[src/rtl/joy_poll_pkg.sv]
package joy_poll_pkg;
    localparam int BYTE_W      = 8;
    localparam int FRAME_BYTES = 5;
    localparam int POS_W       = 10;
    localparam int BTN_W       = 3;
    localparam int LED_W       = 2;
    localparam int IDX_W       = $clog2(FRAME_BYTES);

    typedef enum logic [2:0] {
        ST_IDLE,
        ST_SETUP,
        ST_GAP,
        ST_XFER,
        ST_FINISH
    } seq_state_t;

    // Command byte: top bit set, LED code in the low bits
    function automatic logic [BYTE_W-1:0] led_cmd(input logic [LED_W-1:0] led);
        led_cmd = {1'b1, {(BYTE_W-LED_W-1){1'b0}}, led};
    endfunction
endpackage

[src/rtl/joy_gap_timer.sv]
module joy_gap_timer #(
    parameter int W = 12
) (
    input  logic         clk,
    input  logic         rst,
    input  logic         load,
    input  logic [W-1:0] load_val,
    output logic         expired
);
    logic [W-1:0] cnt_q;

    always_ff @(posedge clk) begin
        if (rst) begin
            cnt_q <= '0;
        end else if (load) begin
            cnt_q <= load_val;
        end else if (cnt_q != '0) begin
            cnt_q <= cnt_q - 1'b1;
        end
    end

    assign expired = (cnt_q == '0);
endmodule

[src/rtl/joy_led_ticker.sv]
module joy_led_ticker #(
    parameter int PERIOD_CYC = 1000,
    parameter int LED_W      = 2
) (
    input  logic             clk,
    input  logic             rst,
    output logic [LED_W-1:0] led
);
    localparam int CW = (PERIOD_CYC > 1) ? $clog2(PERIOD_CYC) : 1;

    logic [CW-1:0] cnt_q;

    always_ff @(posedge clk) begin
        if (rst) begin
            cnt_q <= '0;
            led   <= '0;
        end else if (cnt_q == CW'(PERIOD_CYC - 1)) begin
            cnt_q <= '0;
            led   <= led + 1'b1;
        end else begin
            cnt_q <= cnt_q + 1'b1;
        end
    end
endmodule

[src/rtl/joy_spi_byte.sv]
module joy_spi_byte #(
    parameter int HALF_CYC = 4,
    parameter int BYTE_W   = 8
) (
    input  logic              clk,
    input  logic              rst,
    input  logic              start,
    input  logic [BYTE_W-1:0] tx_byte,
    input  logic              miso,
    output logic              sck,
    output logic              mosi,
    output logic              done,
    output logic [BYTE_W-1:0] rx_byte
);
    localparam int HW = (HALF_CYC > 1) ? $clog2(HALF_CYC) : 1;
    localparam int BW = $clog2(BYTE_W);

    logic              active_q;
    logic [HW-1:0]     half_q;
    logic [BW-1:0]     bit_q;
    logic [BYTE_W-1:0] tx_q;
    logic [BYTE_W-1:0] rx_q;

    always_ff @(posedge clk) begin
        if (rst) begin
            active_q <= 1'b0;
            half_q   <= '0;
            bit_q    <= '0;
            tx_q     <= '0;
            rx_q     <= '0;
            sck      <= 1'b0;
            mosi     <= 1'b0;
            done     <= 1'b0;
        end else begin
            done <= 1'b0;
            if (start && !active_q) begin
                active_q <= 1'b1;
                half_q   <= HW'(HALF_CYC - 1);
                bit_q    <= '0;
                tx_q     <= tx_byte;
                sck      <= 1'b0;
            end else if (active_q) begin
                if (half_q != '0) begin
                    half_q <= half_q - 1'b1;
                end else begin
                    half_q <= HW'(HALF_CYC - 1);
                    if (!sck) begin
                        // leading edge: present next bit
                        sck  <= 1'b1;
                        mosi <= tx_q[BYTE_W-1];
                        tx_q <= {tx_q[BYTE_W-2:0], 1'b0};
                    end else begin
                        // trailing edge: capture input bit
                        sck   <= 1'b0;
                        rx_q  <= {rx_q[BYTE_W-2:0], miso};
                        bit_q <= bit_q + 1'b1;
                        if (bit_q == BW'(BYTE_W - 1)) begin
                            active_q <= 1'b0;
                            done     <= 1'b1;
                            mosi     <= 1'b0;
                        end
                    end
                end
            end
        end
    end

    assign rx_byte = rx_q;
endmodule

[src/rtl/joy_poll_seq.sv]
module joy_poll_seq
    import joy_poll_pkg::*;
#(
    parameter int CLK_HZ        = 125_000_000,
    parameter int SCK_HZ        = 100_000,
    parameter int SETUP_US      = 15,
    parameter int GAP_US        = 10,
    parameter int LED_PERIOD_US = 205_000
) (
    input  logic             clk,
    input  logic             rst,
    input  logic             poll_req,
    output logic             busy,
    output logic             js_ss_n,
    output logic             js_sck,
    output logic             js_mosi,
    input  logic             js_miso,
    output logic [POS_W-1:0] x_pos,
    output logic [POS_W-1:0] y_pos,
    output logic [BTN_W-1:0] buttons,
    output logic             sample_valid,
    output logic [LED_W-1:0] led_code
);
    localparam int CYC_PER_US     = CLK_HZ / 1_000_000;
    localparam int SETUP_CYC      = CYC_PER_US * SETUP_US;
    localparam int GAP_CYC        = CYC_PER_US * GAP_US;
    localparam int LED_PERIOD_CYC = CYC_PER_US * LED_PERIOD_US;
    localparam int HALF_CYC       = (CLK_HZ + 2 * SCK_HZ - 1) / (2 * SCK_HZ);
    localparam int TMR_MAX        = (SETUP_CYC > GAP_CYC) ? SETUP_CYC : GAP_CYC;
    localparam int TMR_W          = $clog2(TMR_MAX + 1);
    localparam int HI_BITS        = POS_W - BYTE_W;

    seq_state_t state_q, state_d;

    logic                               tmr_load;
    logic [TMR_W-1:0]                   tmr_val;
    logic                               tmr_expired;
    logic                               spi_start;
    logic                               spi_done;
    logic [BYTE_W-1:0]                  spi_rx;
    logic [BYTE_W-1:0]                  spi_tx;
    logic [IDX_W-1:0]                   idx_q;
    logic [BYTE_W-1:0]                  cmd_q;
    logic [FRAME_BYTES-1:0][BYTE_W-1:0] rx_q;
    logic                               last_byte;

    joy_gap_timer #(.W(TMR_W)) gap_tmr_i (
        .clk      (clk),
        .rst      (rst),
        .load     (tmr_load),
        .load_val (tmr_val),
        .expired  (tmr_expired)
    );

    joy_led_ticker #(.PERIOD_CYC(LED_PERIOD_CYC), .LED_W(LED_W)) led_tick_i (
        .clk (clk),
        .rst (rst),
        .led (led_code)
    );

    joy_spi_byte #(.HALF_CYC(HALF_CYC), .BYTE_W(BYTE_W)) shifter_i (
        .clk     (clk),
        .rst     (rst),
        .start   (spi_start),
        .tx_byte (spi_tx),
        .miso    (js_miso),
        .sck     (js_sck),
        .mosi    (js_mosi),
        .done    (spi_done),
        .rx_byte (spi_rx)
    );

    assign last_byte = (idx_q == IDX_W'(FRAME_BYTES - 1));
    assign spi_tx    = (idx_q == '0) ? cmd_q : '0;

    // State register
    always_ff @(posedge clk) begin
        if (rst) begin
            state_q <= ST_IDLE;
        end else begin
            state_q <= state_d;
        end
    end

    // Next state and control strobes
    always_comb begin
        state_d   = state_q;
        tmr_load  = 1'b0;
        tmr_val   = '0;
        spi_start = 1'b0;
        unique case (state_q)
            ST_IDLE: begin
                if (poll_req) begin
                    state_d  = ST_SETUP;
                    tmr_load = 1'b1;
                    tmr_val  = TMR_W'(SETUP_CYC - 1);
                end
            end
            ST_SETUP: begin
                if (tmr_expired) begin
                    state_d  = ST_GAP;
                    tmr_load = 1'b1;
                    tmr_val  = TMR_W'(GAP_CYC - 1);
                end
            end
            ST_GAP: begin
                if (tmr_expired) begin
                    state_d   = ST_XFER;
                    spi_start = 1'b1;
                end
            end
            ST_XFER: begin
                if (spi_done) begin
                    if (last_byte) begin
                        state_d = ST_FINISH;
                    end else begin
                        state_d  = ST_GAP;
                        tmr_load = 1'b1;
                        tmr_val  = TMR_W'(GAP_CYC - 1);
                    end
                end
            end
            ST_FINISH: begin
                state_d = ST_IDLE;
            end
        endcase
    end

    assign js_ss_n = (state_q == ST_IDLE) || (state_q == ST_FINISH);
    assign busy    = (state_q != ST_IDLE);

    // Datapath and registered outputs
    always_ff @(posedge clk) begin
        if (rst) begin
            idx_q        <= '0;
            cmd_q        <= '0;
            rx_q         <= '0;
            x_pos        <= '0;
            y_pos        <= '0;
            buttons      <= '0;
            sample_valid <= 1'b0;
        end else begin
            sample_valid <= 1'b0;
            if (state_q == ST_IDLE && poll_req) begin
                cmd_q <= led_cmd(led_code);
                idx_q <= '0;
            end
            if (state_q == ST_XFER && spi_done) begin
                rx_q[idx_q] <= spi_rx;
                if (!last_byte) begin
                    idx_q <= idx_q + 1'b1;
                end
            end
            if (state_q == ST_FINISH) begin
                x_pos        <= {rx_q[1][HI_BITS-1:0], rx_q[0]};
                y_pos        <= {rx_q[3][HI_BITS-1:0], rx_q[2]};
                buttons      <= rx_q[4][BTN_W-1:0];
                sample_valid <= 1'b1;
            end
        end
    end
endmodule

[config.mk]
export PLATFORM = sky130hd
export DESIGN_NAME = joy_poll_seq
export DESIGN_NICKNAME = d
export VERILOG_FILES = /design/src/rtl/joy_poll_pkg.sv /design/src/rtl/joy_gap_timer.sv /design/src/rtl/joy_led_ticker.sv /design/src/rtl/joy_spi_byte.sv /design/src/rtl/joy_poll_seq.sv
export SDC_FILE = /design/constraint.sdc
export NUM_CORES = 1
export LEC_CHECK = 0
export BUFFER_PORTS_ARGS = -buffer_cell sky130_fd_sc_hd__buf_4
export CORE_MARGIN = 4
export CORE_UTILIZATION = 55
export CTS_CLUSTER_SIZE = 30
export DETAILED_ROUTE_END_ITERATION = 12
export PLACE_DENSITY = 0.73
export SETUP_SLACK_MARGIN = 0.02
export SYNTH_ARGS = -nofsm -noshare
export SYNTH_HDL_FRONTEND = slang
export SYNTH_SLANG_ARGS = --single-unit
[constraint.sdc]
create_clock -name clk -period 3 [get_ports clk]
set_clock_uncertainty 0.1 [all_clocks]
set_input_delay 0.15 -clock clk [delete_from_list [all_inputs] [get_ports clk]]
set_output_delay 0.15 -clock clk [all_outputs]
set_load 0.02 [all_outputs]
==> summary.md, run 1 <==
| Metric | Value |
|---|---|
| Max IR drop VDD | between 0.4 and 0.5 mV |
| Critical path startpoint category | flop |
| Pin count of the biggest net entering global routing | 76 |
| Cells after synthesis | 620 |
| P_leak | between 2 and 2.5 nW |
| WL/cell | approximately 15 um |
| Final worst path period need | between 2 and 2.5 ns |
| Per-instance average area after synthesis | 8.83 um2 |
| Core Region | ~0.0097 mm2 |
| Overall routed net length | 11500 um |
| Routed via count divided by cell count | 5.64 |
| Antenna cells | 0 |
| Area contributors post-synth | dfxtp_1 46%, a21oi_1 5.8%, mux2i_1 5.8%, nand2_1 5.3%, nor2_1 3.9% |
| Worst Max-Slew Pin Slew | between 0.8 and 0.9 ns |
| DR pass1 iterations | 5 |
| Arrival time at the worst endpoint | 2.76 ns |
| Number of sinks on the clock net | roughly 130 |
| Row count | 36 |
| Endpoint type of the worst setup path | flop |
| Yosys top cell by area | dfxtp_1 |
| Number of DRC markers after the initial detailed-route iteration | 266 |
| Overall Global Routing Usage | between 20% and 30% |
| Post-route core utilization | about 65% |
| Starting utilization of the core area | between 50% and 60% |
| Post-route total power | approximately 4.4 mW |
| Final net count | between 600 and 700 |
| Number of clock buffers inserted by TritonCTS | 17 |
| Gpl congestion | around 0.84 |
| X dimension of the die | around 110 um |
| Remaining DRCs | 0 |
| Number of max-slew violations in the final report | 0 |
| Flip-flop cell with the highest count after synthesis | dfxtp_1 |
| Yosys warning count | 0 |
| Tcrit/Tclk final | between 80% and 90% |
| Synthesis-stage register bit count | about 130 |
| Area enclosed by the die boundary | 0.0116 mm2 |
| RSZ-0062 raised after global routing | no |
| Number of ports placed on the die boundary | 34 |
| Share of synthesized flip-flops with an asynchronous set or reset | 0% |
| H-tree depth reported by CTS | 4 |
| Distinct cell type count of the synthesized netlist | 55 |
| Sequential cell area fraction in the yosys report | a little under half |
| IO Port Bufs | 33 |
| Total overflow reported by the global router | 0 |
| Type of the setup path with the least slack | reg -> reg |
| Fmax | 405 MHz |
| Total via count in the routed design | ~4400 |
| CTS clock-pin slew for the worst setup and hold paths | around 0.060 ns |
| Finished Cell Area | roughly 0.0064 mm2 |
| Final ANT Viol Nets | 0 |
| Final Hold Fails | 0 |
| Vias in the first global route | 4105 |
| Max-cap violations | 0 |
| Post-synth net total | approximately 630 |
| Later-pin clock latency in the skew report | between 0.5 and 0.6 ns |
| Filler Cell Count | roughly 830 |
| Placed cell area | ~0.0058 mm2 |
| Clock root buffer | clkbuf_8 |
| Reg-to-reg setup timing slack | between 0.5 and 0.6 ns |
| Antenna violations before repair | 0 |
| Rel. slew slack | a little over two fifths |
| First-pass GRT wire length | just under 20000 um |
| Pwr per Cell Area | about 700 mW/mm2 |
| Proportion of netlist area held by the largest area contributor | 46.4% |
| Die outline height | between 100 and 150 um |
| Ratio of cells with drive above 1 in the final layout | a little over an eighth |
| Data required time at the worst endpoint | 3.29 ns |
| Critical Path Fanout Max | 15 |
| Netlist area before placement | roughly 0.0055 mm2 |
| Finish-stage setup viols | 0 |
| Final total negative setup slack | 0 ns |
| TritonCTS clock tree | built |
| HPWL after DPL | roughly 7400 um |
| CTS max path bufs | 2 |
| Type of the tightest min-delay check | in -> reg |
| Number of flops mapped to enable cells by yosys | 0 |
| Result of the run | complete, no violations |
| Area grow syn2layout | 16.0% |
| Count of cells resized by post-cts repair | 0 |
-- layer usage --
metal	up-vias	share of wire, %	GRT usage, %
li1	2246	-	-
met4	0	1.2	7.57
met1	2099	47	26.7
met5	-	0	0
met2	80	48	34.1
met3	11	4.4	6.72
-- synthesized netlist by cell type (all sizes together) (2+ instances only) --
cell type and n:
and4 3, nand2b 2, nor3 10, or4 16
a21oi 64, nor3b 6, dfxtp 127, nand4 10
or4b 2, and2 4, o31ai 13, inv 15
or3b 2, o211ai 4, buf 7, xnor2 7
o31a 2, or3 12, mux2i 32, o21ai 11
nor4b 2, nor4 14, ha 8, and4b 3
nor2 57, a41oi 2, nand4b 2, or2 3
nand2 78, nor2b 4, and3 7, nand3 28
clkbuf 31, xor2 12, a31oi 8
-- power by group --
part / switching [mW] / leakage, nW / internal [mW]
Sequential: 0.103 / 1.03 / 1.75
Clock: 0.773 / 0.268 / 1.13
Combinational: 0.355 / 0.963 / 0.264
Total: 1.23 / 2.26 / 3.14
-- final timing paths --
| kind | startpoint | depth (start not counted) | end |
|---|---|---|---|
| setup / recovery | state_q[1]$_SDFFE_PP0P_ | 4 | shifter_i.sck$_SDFFE_PP0P_ |
| hold reg to reg | led_tick_i.cnt_q[0]$_SDFF_PP0_ | 1 | led_tick_i.cnt_q[0]$_SDFF_PP0_ |
| hold / removal | poll_req | 4 | state_q[0]$_SDFFE_PP0P_ |
| setup reg to reg | state_q[1]$_SDFFE_PP0P_ | 4 | shifter_i.sck$_SDFFE_PP0P_ |
-- area by class of cell --
type,count,area [um2],area share [%]
multi-input combinational,440,2720,42.9
sequential,127,2540,40.0
clock buffer,18,428,6.73
timing repair buffer,40,305,4.80
tap,133,166,2.62
clock inverter,14,133,2.09
inverter,15,56.3,0.886
-- logic make-up after synthesis --
kind of cell               Yosys count  synth area share [%]
AOI/OAI and AO/OA                  115                  12.6
xor gates and xnor gates            19                  3.04
adders and majority gates            8                  1.83
buffers and inverters               53                  3.84
DFF                                127                  46.4
muxes                               33                  6.05
and+or+nand+nor                    265                  26.2
-- cells in the final DEF, fill, tap and decap left out, types with 3 or more instances in the layout --
| master | count |
|---|---|
| clkinvlp_4 | 3 |
| nor4_4 | 6 |
| nor3_1 | 9 |
| ha_1 | 8 |
| and2_1 | 4 |
| nand2_1 | 78 |
| inv_6 | 3 |
| a21oi_1 | 64 |
| and4_1 | 3 |
| clkbuf_16 | 16 |
| or4_1 | 16 |
| and4b_1 | 3 |
| nand4_1 | 10 |
| or3_1 | 12 |
| and3_1 | 7 |
| clkinv_4 | 5 |
| o21ai_0 | 9 |
| o211ai_1 | 4 |
| nor2_1 | 57 |
| nor3b_1 | 6 |
| a31oi_1 | 8 |
| inv_1 | 15 |
| nor4_1 | 8 |
| xor2_1 | 12 |
| nor2b_1 | 4 |
| nand3_1 | 28 |
| mux2i_1 | 32 |
| o31ai_1 | 13 |
| xnor2_1 | 7 |
| buf_4 | 38 |
| dfxtp_1 | 127 |
-- critical path, cell delays in order (launching register included) --
cell	delay, ns
dfxtp_1	0.51
or4b_2	0.67
nor4_4	0.46
or2_1	0.50
nor2_1	0.10
-- metrics by stage --
step / hold WS (ns) / std cells / worst slack [ns]
6_report: 0.0682 / 787 / 0.530
3_3_place_gp: 0.322 / 753 / 0.612
3_5_place_dp: 0.335 / 753 / 0.521
5_1_grt: 0.0547 / 787 / 0.401
2_1_floorplan: 0.213 / 620 / 0.817
4_1_cts: 0.0406 / 787 / 0.514
-- flip-flops by register name (all words and copies together) (netlist names), 2 cells and up --
signal,count
buttons,3
cmd_q,3
gap_tmr_i.cnt_q,11
idx_q,3
led_tick_i.cnt_q,25
led_tick_i.led,2
rx_q,23
shifter_i.bit_q,3
shifter_i.half_q,10
shifter_i.rx_byte,8
shifter_i.tx_q,8
state_q,3
x_pos,10
y_pos,10
-- repair_timing --
item | 4_1_cts | 5_1_grt
endpoints found under the hold margin | 15 | 0
setup buffers | 0 | 0
hold buffers | 2 | 0
Note: power is estimated with default switching activity, not from simulation.
==> inputs of run 2 (changes only) <==
clock period = 2.3 ns   (was 3 ns; I/O delays follow)
==> run 2 against run 1 <==
Compared with the run above:
- largest power group unchanged
- global-route usage up 0.63 points
- setup slack worse by 0.41 ns
- sequential power up 30%
- die area unchanged
- count of clock-buffer cells in the layout unchanged
- combinational power up 37%
- critical path type unchanged
- wire length up 2.0%
- hold slack worse by 0.018 ns
- sequential cell count unchanged
- clock power up 41%
==> summary.md, run 2 (synthesis results as in run 1) <==
| Metric | Value |
|---|---|
| Result of the run | complete, no violations (unchanged) |
| Worst Max-Slew Pin Slew | 0.561 ns (was 0.859 ns) |
| Destination of the critical timing path | shifter_i.half_q[6]$_SDFFE_PP0P_ (was shifter_i.sck$_SDFFE_PP0P_) |
| Ratio of cells with drive above 1 in the final layout | 15.4% (was 13.1%) |
| Filler Cell Count | 796 (was 825) |
| Max reg flops | 25 (unchanged) |
| WL/cell | 14.6 um (about the same) |
| Antenna violations before repair | 0 (unchanged) |
| P_leak | 2.38 nW (was 2.26 nW) |
| First-pass GRT wire length | 20300 um (was 19500 um) |
| Number of max-slew violations in the final report | 0 (unchanged) |
| Finished Cell Area | 0.00654 mm2 (was 0.00635 mm2) |
| Register ranked first by flip-flop count | led_tick_i.cnt_q (unchanged) |
| TritonCTS clock tree | built (unchanged) |
| HPWL after DPL | 7720 um (was 7420 um) |
| Final worst path period need | 2.18 ns (was 2.47 ns) |
| Placed cell area | 0.00593 mm2 (was 0.00577 mm2) |
| Library cell contributing the largest single delay on the critical path | or3b_2 (was or4b_2) |
| X dimension of the die | 108 um (unchanged) |
| Clock root buffer | clkbuf_8 (unchanged) |
| Reg area | 0.00254 mm2 (unchanged) |
| Smallest setup slack after layout | 0.120 ns (was 0.530 ns) |
| Post-route total power | 5.93 mW (was 4.38 mW) |
| Worst setup path start | shifter_i.half_q[0]$_SDFFE_PP0P_ (was state_q[1]$_SDFFE_PP0P_) |
| Later-pin clock latency in the skew report | 0.52 ns (about the same) |
| CTS max path bufs | 2 (unchanged) |
| Vias in the first global route | 4355 (was 4105) |
| Arrival time at the worst endpoint | 2.52 ns (was 2.76 ns) |
| Final ANT Viol Nets | 0 (unchanged) |
| Buf/Inv on CP | 2 (was 0) |
| RSZ-0062 raised after global routing | no (unchanged) |
| Largest registers | led_tick_i.cnt_q (25), rx_q (23), gap_tmr_i.cnt_q (11) (unchanged) |
| Fmax | 459 MHz (was 405 MHz) |
| DR pass1 iterations | 5 (unchanged) |
| Combined area of the multi-input logic cells | 0.00273 mm2 (was 0.00272 mm2) |
| Worst Reg-to-Reg Cells | 7 (was 4) |
| Area grow syn2layout | 19.4% (was 16.0%) |
| Number of clock buffers inserted by TritonCTS | 17 (unchanged) |
| Overall routed net length | 11800 um (was 11500 um) |
| Number of stages on the worst setup path | 7 (was 4) |
| Routed via count divided by cell count | 5.68 (was 5.64) |
| Total via count in the routed design | 4560 (was 4436) |
| Critical path startpoint category | flop (unchanged) |
| Area enclosed by the die boundary | 0.0116 mm2 (unchanged) |
| Rel. slew slack | 62.6% (was 42.6%) |
| Core Region | 0.00973 mm2 (unchanged) |
| R2r endpoint | shifter_i.half_q[6]$_SDFFE_PP0P_ (was shifter_i.sck$_SDFFE_PP0P_) |
| Number of ports placed on the die boundary | 34 (unchanged) |
| Worst-case setup slack after placement | 0.108 ns (was 0.521 ns) |
| Pin count of the biggest net entering global routing | 59 (was 76) |
| Critical Path Fanout Max | 8 (was 15) |
| Max stage delay on crit path | 0.46 ns (was 0.67 ns) |
| Max IR drop VDD | 0.703 mV (was 0.478 mV) |
| Most frequent standard cell in the layout excluding fill and tap cells | dfxtp_1 (unchanged) |
| Die outline height | 108 um (unchanged) |
| Type of the setup path with the least slack | reg -> reg (unchanged) |
| Final net count | 670 (was 653) |
| Reg-to-reg setup timing slack | 0.12 ns (was 0.53 ns) |
| IO Port Bufs | 33 (unchanged) |
| Antenna cells | 0 (unchanged) |
| Number of buffers added for setup after CTS | 0 (unchanged) |
| Final Hold Fails | 0 (unchanged) |
| Startpoint of the worst-slack reg-to-reg timing path | shifter_i.half_q[0]$_SDFFE_PP0P_ (was state_q[1]$_SDFFE_PP0P_) |
| Endpoint type of the worst setup path | flop (unchanged) |
| CTS clock-pin slew for the worst setup and hold paths | 0.05 ns (was 0.06 ns) |
| Type of the tightest min-delay check | in -> reg (unchanged) |
| Minimum hold slack | 0.0499 ns (was 0.0682 ns) |
| Max-cap violations | 0 (unchanged) |
| Worst path most repeated cell | or3_1 |
| Number of sinks on the clock net | 127 (unchanged) |
| Gpl congestion | 0.908 (was 0.843) |
| Pwr per Cell Area | 907 mW/mm2 (was 688 mW/mm2) |
| Row count | 36 (unchanged) |
| Finish-stage setup viols | 0 (unchanged) |
| Remaining DRCs | 0 (unchanged) |
| Final total negative setup slack | 0 ns (unchanged) |
| Total overflow reported by the global router | 0 (unchanged) |
| Tcrit/Tclk final | 94.8% (was 82.3%) |
| Data required time at the worst endpoint | 2.64 ns (was 3.29 ns) |
| Ordered cell list for the critical path | inv_1, ha_1, or3b_2, buf_4, or3_1, or3_1, a31oi_1 (was or4b_2, nor4_4, or2_1, nor2_1) |
| H-tree depth reported by CTS | 4 (unchanged) |
| Overall Global Routing Usage | 21.8% (was 21.2%) |
| Starting utilization of the core area | 56.3% (unchanged) |
| Most frequent cells in the layout | 127 x dfxtp_1, 78 x nand2_1, 64 x a21oi_1 (unchanged) |
| Largest delay share family, worst path | simple AND/OR/NAND/NOR gates (unchanged) |
| Number of DRC markers after the initial detailed-route iteration | 266 (unchanged) |
==> run 2: cell count changes in the layout (fill, tap and decap cells not counted), sizes merged <==
cell / before / now
clkinv: 7 / 6
clkinvlp: 3 / 1
buf: 38 / 55
bufinv: 1 / 3
==> run 2: layout make-up <==
class	instances	area share (%)
clock buffers	18	6.54
flip-flops and latches	127	38.9
clock inverters	13	2.47
repair buffers	57	7.00
multi-input cells	440	41.7
well taps	133	2.54
inverters	15	0.861
==> run 2: routing by layer <==
layer | vias to the layer above | part of all wire, % | track usage [%]
met3 | 22 | 3.8 | 5.10
li1 | 2287 | - | -
met4 | 0 | 1.7 | 9.38
met2 | 90 | 47 | 34.6
met5 | - | 0 | 0
met1 | 2161 | 47 | 28.4
==> run 2: how the worst min path moves through the flow <==
stage	start	to	slack (ns)	cells after the start
2_1_floorplan	js_miso	shifter_i.rx_byte[0]$_SDFFE_PP0P_	0.18	2
3_3_place_gp	js_miso	shifter_i.rx_byte[0]$_SDFFE_PP0P_	0.30	3
3_5_place_dp	js_miso	shifter_i.rx_byte[0]$_SDFFE_PP0P_	0.31	3
4_1_cts	poll_req	state_q[0]$_SDFFE_PP0P_	0.04	4
5_1_grt	poll_req	state_q[0]$_SDFFE_PP0P_	0.06	4
6_report	poll_req	state_q[0]$_SDFFE_PP0P_	0.05	4
==> run 2: repair_timing <==
action,CTS,global route
hold endpoints to repair,30,0
hold buffers,2,0
setup endpoints to repair,0,8
resized for setup,0,1
==> run 2: per-stage QoR <==
step | cells | util [%]
2_1_floorplan | 620 | -
3_3_place_gp | 770 | 60.9
3_5_place_dp | 770 | 60.9
4_1_cts | 803 | 67.2
5_1_grt | 803 | 67.2
6_report | 803 | 67.2
==> run 2: worst min-delay path, cell delays in order <==
cell,delay (ns)
buf_4,0.10
nor2b_1,0.15
o2bb2ai_1,0.15
a221oi_1,0.08
==> run 2: power by group <==
group,internal (mW),leakage (nW),switching (mW)
Sequential,2.29,1.03,0.125
Clock,1.68,0.292,0.992
Combinational,0.372,1.06,0.477
